==> src/rtl/irqdc_pkg.sv <==
`timescale 1ns/1ps
package irqdc_pkg;
  localparam int NYB_W = 4;
  localparam int SEL_W = 3;

  typedef enum logic [1:0] {
    SPAN_ALL  = 2'd0,
    SPAN_DROP1 = 2'd1,
    SPAN_DROP2 = 2'd2,
    SPAN_LOW1 = 2'd3
  } span_e;

  function automatic span_e decode_span(input logic [SEL_W-1:0] sel);
    span_e r;
    case (sel)
      3'd0:       r = SPAN_ALL;
      3'd1:       r = SPAN_DROP1;
      3'd2, 3'd3: r = SPAN_DROP2;
      default:    r = SPAN_LOW1;
    endcase
    return r;
  endfunction
endpackage

==> src/rtl/irqdc_rst_sync.sv <==
`timescale 1ns/1ps
module irqdc_rst_sync (
  input  logic clk,
  input  logic rst_n,
  output logic rst_sync_n
);
  logic [1:0] sync_q;

  always_ff @(posedge clk or negedge rst_n) begin
    if (!rst_n) sync_q <= 2'b00;
    else        sync_q <= {sync_q[0], 1'b1};
  end

  assign rst_sync_n = sync_q[1];
endmodule

==> src/rtl/irqdc_regfile.sv <==
`timescale 1ns/1ps
module irqdc_regfile
  import irqdc_pkg::*;
#(
  parameter int CNT_W  = 16,
  parameter int ADDR_W = 3
) (
  input  logic              clk,
  input  logic              rst_n,
  input  logic              wr_en,
  input  logic [ADDR_W-1:0] wr_addr,
  input  logic [NYB_W-1:0]  wr_nyb,
  input  logic [SEL_W:0]    wr_ctrl,
  output logic [CNT_W-1:0]  reload_o,
  output logic              en_o,
  output logic [SEL_W-1:0]  sel_o,
  output logic              cmd_load_o,
  output logic              cmd_ctrl_o
);
  localparam int NYB_N     = CNT_W / NYB_W;
  localparam int CMD_ADDR  = NYB_N;
  localparam int CTRL_ADDR = NYB_N + 1;

  logic [NYB_W-1:0] nyb_q [NYB_N];
  logic [NYB_W-1:0] nyb_d [NYB_N];
  logic [NYB_N-1:0] nyb_we;

  for (genvar g = 0; g < NYB_N; g++) begin : g_nyb
    assign nyb_we[g] = wr_en && (wr_addr == ADDR_W'(g));

    always_comb begin
      nyb_d[g] = nyb_q[g];
      if (nyb_we[g]) nyb_d[g] = wr_nyb;
    end

    always_ff @(posedge clk or negedge rst_n) begin
      if (!rst_n)         nyb_q[g] <= '0;
      else if (nyb_we[g]) nyb_q[g] <= nyb_d[g];
    end

    assign reload_o[g*NYB_W +: NYB_W] = nyb_q[g];
  end

  assign cmd_load_o = wr_en && (wr_addr == ADDR_W'(CMD_ADDR));
  assign cmd_ctrl_o = wr_en && (wr_addr == ADDR_W'(CTRL_ADDR));

  logic             en_q, en_d;
  logic [SEL_W-1:0] sel_q, sel_d;

  always_comb begin
    en_d  = en_q;
    sel_d = sel_q;
    if (cmd_ctrl_o) begin
      en_d  = wr_ctrl[0];
      sel_d = wr_ctrl[SEL_W:1];
    end
  end

  always_ff @(posedge clk or negedge rst_n) begin
    if (!rst_n) begin
      en_q  <= 1'b0;
      sel_q <= '0;
    end else if (cmd_ctrl_o) begin
      en_q  <= en_d;
      sel_q <= sel_d;
    end
  end

  assign en_o  = en_q;
  assign sel_o = sel_q;
endmodule

==> src/rtl/irqdc_span.sv <==
`timescale 1ns/1ps
module irqdc_span
  import irqdc_pkg::*;
#(
  parameter int CNT_W = 16
) (
  input  logic [SEL_W-1:0] sel_i,
  output logic [CNT_W-1:0] mask_o
);
  localparam int NYB_N = CNT_W / NYB_W;
  localparam int ACT_W = $clog2(NYB_N + 1);

  logic [ACT_W-1:0] act_nyb;

  always_comb begin
    case (decode_span(sel_i))
      SPAN_ALL:   act_nyb = ACT_W'(NYB_N);
      SPAN_DROP1: act_nyb = ACT_W'(NYB_N - 1);
      SPAN_DROP2: act_nyb = ACT_W'(NYB_N - 2);
      default:    act_nyb = ACT_W'(1);
    endcase
  end

  for (genvar j = 0; j < NYB_N; j++) begin : g_mask
    assign mask_o[j*NYB_W +: NYB_W] = {NYB_W{(ACT_W'(j) < act_nyb)}};
  end
endmodule

==> src/rtl/irqdc_core.sv <==
`timescale 1ns/1ps
module irqdc_core #(
  parameter int CNT_W = 16
) (
  input  logic             clk,
  input  logic             rst_n,
  input  logic             en_i,
  input  logic [CNT_W-1:0] mask_i,
  input  logic [CNT_W-1:0] reload_i,
  input  logic             load_i,
  input  logic             ctrl_i,
  output logic [CNT_W-1:0] count_o,
  output logic             irq_o
);
  logic [CNT_W-1:0] count_q, count_d, stepped;
  logic             irq_q, irq_d;
  logic             wrap, step_en, count_ce, irq_ce;

  // borrow past the span is discarded by the mask; an all-zero span lands on all ones
  assign wrap     = ((count_q & mask_i) == '0);
  assign stepped  = (count_q & ~mask_i) | ((count_q - 1'b1) & mask_i);
  assign step_en  = en_i && !load_i && !ctrl_i;
  assign count_ce = load_i || step_en;
  assign irq_ce   = load_i || ctrl_i || (step_en && wrap);

  always_comb begin
    count_d = count_q;
    irq_d   = irq_q;
    if (load_i) begin
      count_d = reload_i;
      irq_d   = 1'b0;
    end else if (ctrl_i) begin
      irq_d   = 1'b0;
    end else if (step_en) begin
      count_d = stepped;
      if (wrap) irq_d = 1'b1;
    end
  end

  always_ff @(posedge clk or negedge rst_n) begin
    if (!rst_n)        count_q <= '0;
    else if (count_ce) count_q <= count_d;
  end

  always_ff @(posedge clk or negedge rst_n) begin
    if (!rst_n)      irq_q <= 1'b0;
    else if (irq_ce) irq_q <= irq_d;
  end

  assign count_o = count_q;
  assign irq_o   = irq_q;
endmodule

==> src/rtl/irq_divcnt.sv <==
`timescale 1ns/1ps
module irq_divcnt
  import irqdc_pkg::*;
#(
  parameter int CNT_W  = 16,
  parameter int ADDR_W = 3
) (
  input  logic              clk,
  input  logic              rst_n,
  input  logic              wr_en,
  input  logic [ADDR_W-1:0] wr_addr,
  input  logic [7:0]        wr_data,
  output logic [CNT_W-1:0]  count_o,
  output logic              irq_o
);
  logic             rst_sync_n;
  logic [CNT_W-1:0] reload_q;
  logic [CNT_W-1:0] mask_w;
  logic             en_q;
  logic [SEL_W-1:0] sel_q;
  logic             cmd_load, cmd_ctrl;
  logic             unused_hi;

  assign unused_hi = ^wr_data[7:SEL_W+1];

  irqdc_rst_sync u_rst (
    .clk        (clk),
    .rst_n      (rst_n),
    .rst_sync_n (rst_sync_n)
  );

  irqdc_regfile #(.CNT_W(CNT_W), .ADDR_W(ADDR_W)) u_regs (
    .clk        (clk),
    .rst_n      (rst_sync_n),
    .wr_en      (wr_en),
    .wr_addr    (wr_addr),
    .wr_nyb     (wr_data[NYB_W-1:0]),
    .wr_ctrl    (wr_data[SEL_W:0]),
    .reload_o   (reload_q),
    .en_o       (en_q),
    .sel_o      (sel_q),
    .cmd_load_o (cmd_load),
    .cmd_ctrl_o (cmd_ctrl)
  );

  irqdc_span #(.CNT_W(CNT_W)) u_span (
    .sel_i  (sel_q),
    .mask_o (mask_w)
  );

  irqdc_core #(.CNT_W(CNT_W)) u_core (
    .clk      (clk),
    .rst_n    (rst_sync_n),
    .en_i     (en_q),
    .mask_i   (mask_w),
    .reload_i (reload_q),
    .load_i   (cmd_load),
    .ctrl_i   (cmd_ctrl),
    .count_o  (count_o),
    .irq_o    (irq_o)
  );
endmodule

==> config.mk <==
export PLATFORM = sky130hd
export DESIGN_NAME = irq_divcnt
export DESIGN_NICKNAME = d
export VERILOG_FILES = /design/src/rtl/irqdc_pkg.sv /design/src/rtl/irqdc_rst_sync.sv /design/src/rtl/irqdc_regfile.sv /design/src/rtl/irqdc_span.sv /design/src/rtl/irqdc_core.sv /design/src/rtl/irq_divcnt.sv
export SDC_FILE = /design/constraint.sdc
export NUM_CORES = 1
export LEC_CHECK = 0
export ABC_AREA = 0
export BUFFER_PORTS_ARGS = -buffer_cell sky130_fd_sc_hd__buf_2
export CORE_ASPECT_RATIO = 1.5
export CORE_MARGIN = 2
export CORE_UTILIZATION = 56
export DETAILED_ROUTE_END_ITERATION = 8
export PLACE_DENSITY = 0.79
export SYNTH_ARGS = -nofsm -noshare
export SYNTH_HDL_FRONTEND = slang
export SYNTH_HIERARCHICAL = 1
export SYNTH_SLANG_ARGS = --single-unit
==> constraint.sdc <==
create_clock -name clk -period 1.4 [get_ports clk]
set_input_delay 0.14 -clock clk [delete_from_list [all_inputs] [get_ports clk]]
set_output_delay 0.14 -clock clk [all_outputs]
set_load 0.005 [all_outputs]
# Word-level counts from Yosys, hierarchy flattened
# Cells that the tools add are included.
# word_totals
in_bits	14
out_inout_bits	17
register_bits	39
word_cells	63
# op_classes
mux	9
n_reduce_logical	24
n_addsub	1
n_eq_ne	11
bitwise	5
n_lt_le_gt_ge	4
# ops
op	n
$and A16 B16 Y16	3
$mux W16	3
$logic_not A16 Y1	1
$not A16 Y16	1
$or A16 B16 Y16	1
$sub A16 B1 Y16 const B	1
$eq A3 B2 Y1 const B	4
$logic_and A1 B1 Y1	9
$pmux W3 S3	1
$eq A3 B1 Y1 const B	2
$eq A3 B3 Y1 const B	2
$logic_not A3 Y1	2
$lt A1 B3 Y1 const A	2
$lt A2 B3 Y1 const A	2
$pmux W2 S3	1
$reduce_and A3 Y1	2
$reduce_bool A3 Y1	2
$mux W1	4
$logic_or A1 B1 Y1	3
$eq A2 B1 Y1 const B	1
$eq A2 B2 Y1 const B	1
$logic_not A1 Y1	2
$logic_not A2 Y1	1
$ne A2 B1 Y1 const B	1
other kinds (2)	2

# Longest topological paths before layout
# depth
word_depth	12
ltp_mapped	7
depth_no_buf	6

# Hierarchy
# Netlist, hierarchy kept.
# modules_own_cells
mod	cells_each	area_per_inst_um2	n_inst	seq_area_each_um2
irqdc_core	118	1113.6	1	425.4
irqdc_regfile	48	812.0	1	500.5
irqdc_span	17	118.9	1	0.0
irqdc_rst_sync	3	53.8	1	50.0

# Worst setup path before layout
# No wires, ideal clock.
# synth_timing
kind	reg2reg
from	register u_regs.sel_q[2] (netlist: u_regs/sel_o[2])
to	register (tool-made name)
n_path_buf	1
path_slack_ps	-379
t_required_ps	1318
setup_time_ps	82
stages_incl_launch_ff	6
arrival_ps	1697
path_cell_list	dfrtp_1 > nor3_2 > buf_4 > or2b_2 > or4_1 > a31oi_1
# synth_lines
element	line_no	rtl
from (decl)	irqdc_regfile.sv:48	logic [SEL_W-1:0] sel_q, sel_d;
from (signal assigned)	irqdc_regfile.sv:65	sel_q <= sel_d;

==> results.toml <==
[status]
outcome = "complete, but fails checks"
violations = "setup timing"

[worst_setup_path]
cp_cell_sequence = "inv_2 -> ha_4 -> and4bb_4 -> nand4b_1 -> xnor2_1 -> mux2_4"
max_stage_delay_ps = 450
required_ps = 1580
cp_slowest_cell = "dfrtp_2"
cp_max_fo = 6
crit_path_start_kind = "register"
critPathTopFamily = "flip-flops"
path_class = "reg -> reg"
end_kind = "register"
arrival_ps = 1860
critPathBufInv = 1

[floorplan]
start_util_pct = 57.51
io_pins = 31
coreArea_um2 = 3649
rows = 27
die_w_um = 53.98
dieArea_um2 = 4263
die_h_um = 78.97

[final_layout]
diodes = 0
fin_nets = 271
ff_latch_area_um2 = 985.9
area_growth_pct = 37.81
layout-drive-gt1-share_pct = 55.86
final_area_um2 = 2892
final_util_pct = 79.25
multi_input_area_um2 = 1156
nFillCells = 203

[yosys]
synthArstFlopShare_pct = 100.0
ys.flop_type = "dfrtp_1"
ys_ff_latch = 39
synth_area_um2 = 2098
syn_inst = 186
synth_top_area_share_pct = 46.51
synth_edf_count = 0
yosysWarningCount = 6
yosysSeqAreaShare_pct = 46.51
synthDistinctLibCells = 49
synthTopCellsByArea = "dfrtp_1, mux2_2, buf_4, xor2_1, o21ai_0"
synth_area_leader_cell = "dfrtp_1"
post_synth.cell_area_avg_um2 = 11.28

[clocking]
clk_latency_ps = 290
cts.clk_slew.worst_paths_ps = 80
cts_buffers = 5
cts_tree = "built"
cts_sinks = 39
htreeDepth = 2
cts_root_buf = "clkbuf_8"
clock_path_buffers = 2

[sta]
period_share_pct = 120.1
finalClockSkew_ps = 6.048
rsz0062_at_grt = "yes"
finalCriticalPeriod_ps = 1682
tns_ps = -2147
fmax_ghz = 0.5945
setup_violations = 13
hold_viol = 0
fin_ws_ps = -282.0
drv_slew = 0

[grt]
grt_antenna_before_repair = 0
grt_pass1_vias = 1834
gr-total-overflow = 0
grt_pass1_wl_mm = 8.914
grtUsageTotal_pct = 28.76
grt_max_degree = 38

[placement]
dpl_cell_area_um2 = 2507
hpwlAfterDp_mm = 3.844
place_congestion = 0.8794
io_buffers = 26
pre_cts_ws_ps = -254.7

[power]
vdd_drop_max_mv = 1.322
leakage_nw = 1.252
powerDensity_nw_per_um2 = 1881

[job]
cap_violations = 0

[detailed_routing]
wirelength_mm = 6.036
ant_nets = 0
viasPerCell = 6.264
wl_per_cell_um = 20.19
vias = 1873
drc = 0
drtIter0Drc = 132
drt_first_pass_iters = 4

[min_path]
hp-class = "in -> async"
==> kinds of logic (layout without fill, tap and decap cells) <==
family / count (synthesis) / count (layout) / synth area share, %
multiplexers: 21 / 21 / 11.27
buffers and inverters: 23 / 90 / 6.499
flip-flops: 39 / 39 / 46.51
adder cells (fa/ha/maj): 2 / 2 / 1.192
AO/OA/AOI/OAI: 31 / 31 / 10.02
AND/OR/NAND/NOR: 60 / 60 / 20.81
XOR/XNOR: 8 / 8 / 3.339
other: 2 / 5 / 0.3579
==> routing by layer <==
layer / track usage [%] / share of wire [%] / wire [um]
met1: 34.25 / 36 / 2150
met2: 48.05 / 51 / 3071
met3: 4.887 / 8.1 / 487
met4: 14.75 / 5.4 / 327
met5: 0 / 0 / 0
==> cells in the mapped netlist, types with 3 or more instances <==
library cell / count
a221oi_1: 3
nor3_1: 3
a31oi_1: 4
xor2_1: 7
nand4b_1: 3
inv_1: 5
buf_4: 13
clkbuf_1: 3
mux2_2: 21
dfrtp_1: 39
o21ai_0: 11
a22o_1: 3
nor4_1: 3
nand4_1: 7
nor2_1: 7
nand2_1: 11
==> final cells by class <==
cell class	instances	share of cell area (%)
multi-input combinational	127	39.98
sequential	39	34.10
timing repair buffer	76	18.61
clock buffer	6	2.510
clock inverter	2	2.077
tap	43	1.861
inverter	6	0.8654
==> power by group <==
part | leakage (nW) | total, mW | internal [mW] | switching [mW]
Sequential | 0.459 | 1.82 | 1.47 | 0.351
Clock | 0.0654 | 1.10 | 0.712 | 0.391
Combinational | 0.728 | 2.51 | 1.35 | 1.17
Total | 1.25 | 5.44 | 3.53 | 1.91
==> metrics by stage <==
step           total power [mW]  hold slack (ps)  cells
6_report                  5.439            160.8    299
3_3_place_gp              3.573           -75.92    280
5_1_grt                   5.677            157.7    299
3_5_place_dp              3.674           -73.75    280
4_1_cts                   5.004            159.3    296
2_1_floorplan             2.786           -155.6    189
==> worst paths after layout <==
kind                       slack (ps)                         to  cells after the start                          start
hold reg to reg                   280                  async pin                      1      u_rst/sync_q[1]$_DFF_PN0_
min in group clk                  160    u_regs/en_o$_DFFE_PN0P_                      2                     wr_data[0]
setup reg to reg                 -280                   register                      6  u_core/count_o[0]$_DFFE_PN0P_
setup / recovery                 -280                   register                      6  u_core/count_o[0]$_DFFE_PN0P_
hold / removal                    160  u_rst/sync_q[0]$_DFF_PN0_                      2                          rst_n
max in group asynchronous         760                  async pin                      1      u_rst/sync_q[1]$_DFF_PN0_
==> layout by cell type (no fill, tap or decap), drive strengths merged, types with 2 or more instances in the layout <==
cell,synthesis,final
mux2,21,21
a221oi,3,3
and4bb,3,3
o21ai,11,11
clkbuf,3,6
nand4,8,8
nand3,2,2
nand2,12,12
buf,14,75
nor3b,2,2
xor2,7,7
nand4b,3,3
a22o,4,4
nor2,8,8
ha,2,2
nand3b,2,2
bufinv,0,2
a31oi,4,4
or3,3,3
inv,5,5
dfrtp,39,39
nor3,6,6
a21oi,2,2
nor2b,2,2
nor4,3,3
conb,2,5
==> repair_timing <==
item                                   in CTS  in global routing
hold buffers                                1                  0
endpoints found under the hold margin       2                  0
resized for setup                          11                 31
pin swaps                                   8                 17
buffers inserted                            7                  4
setup endpoints to repair                  12                 14
(Power assumes the default switching activity.)
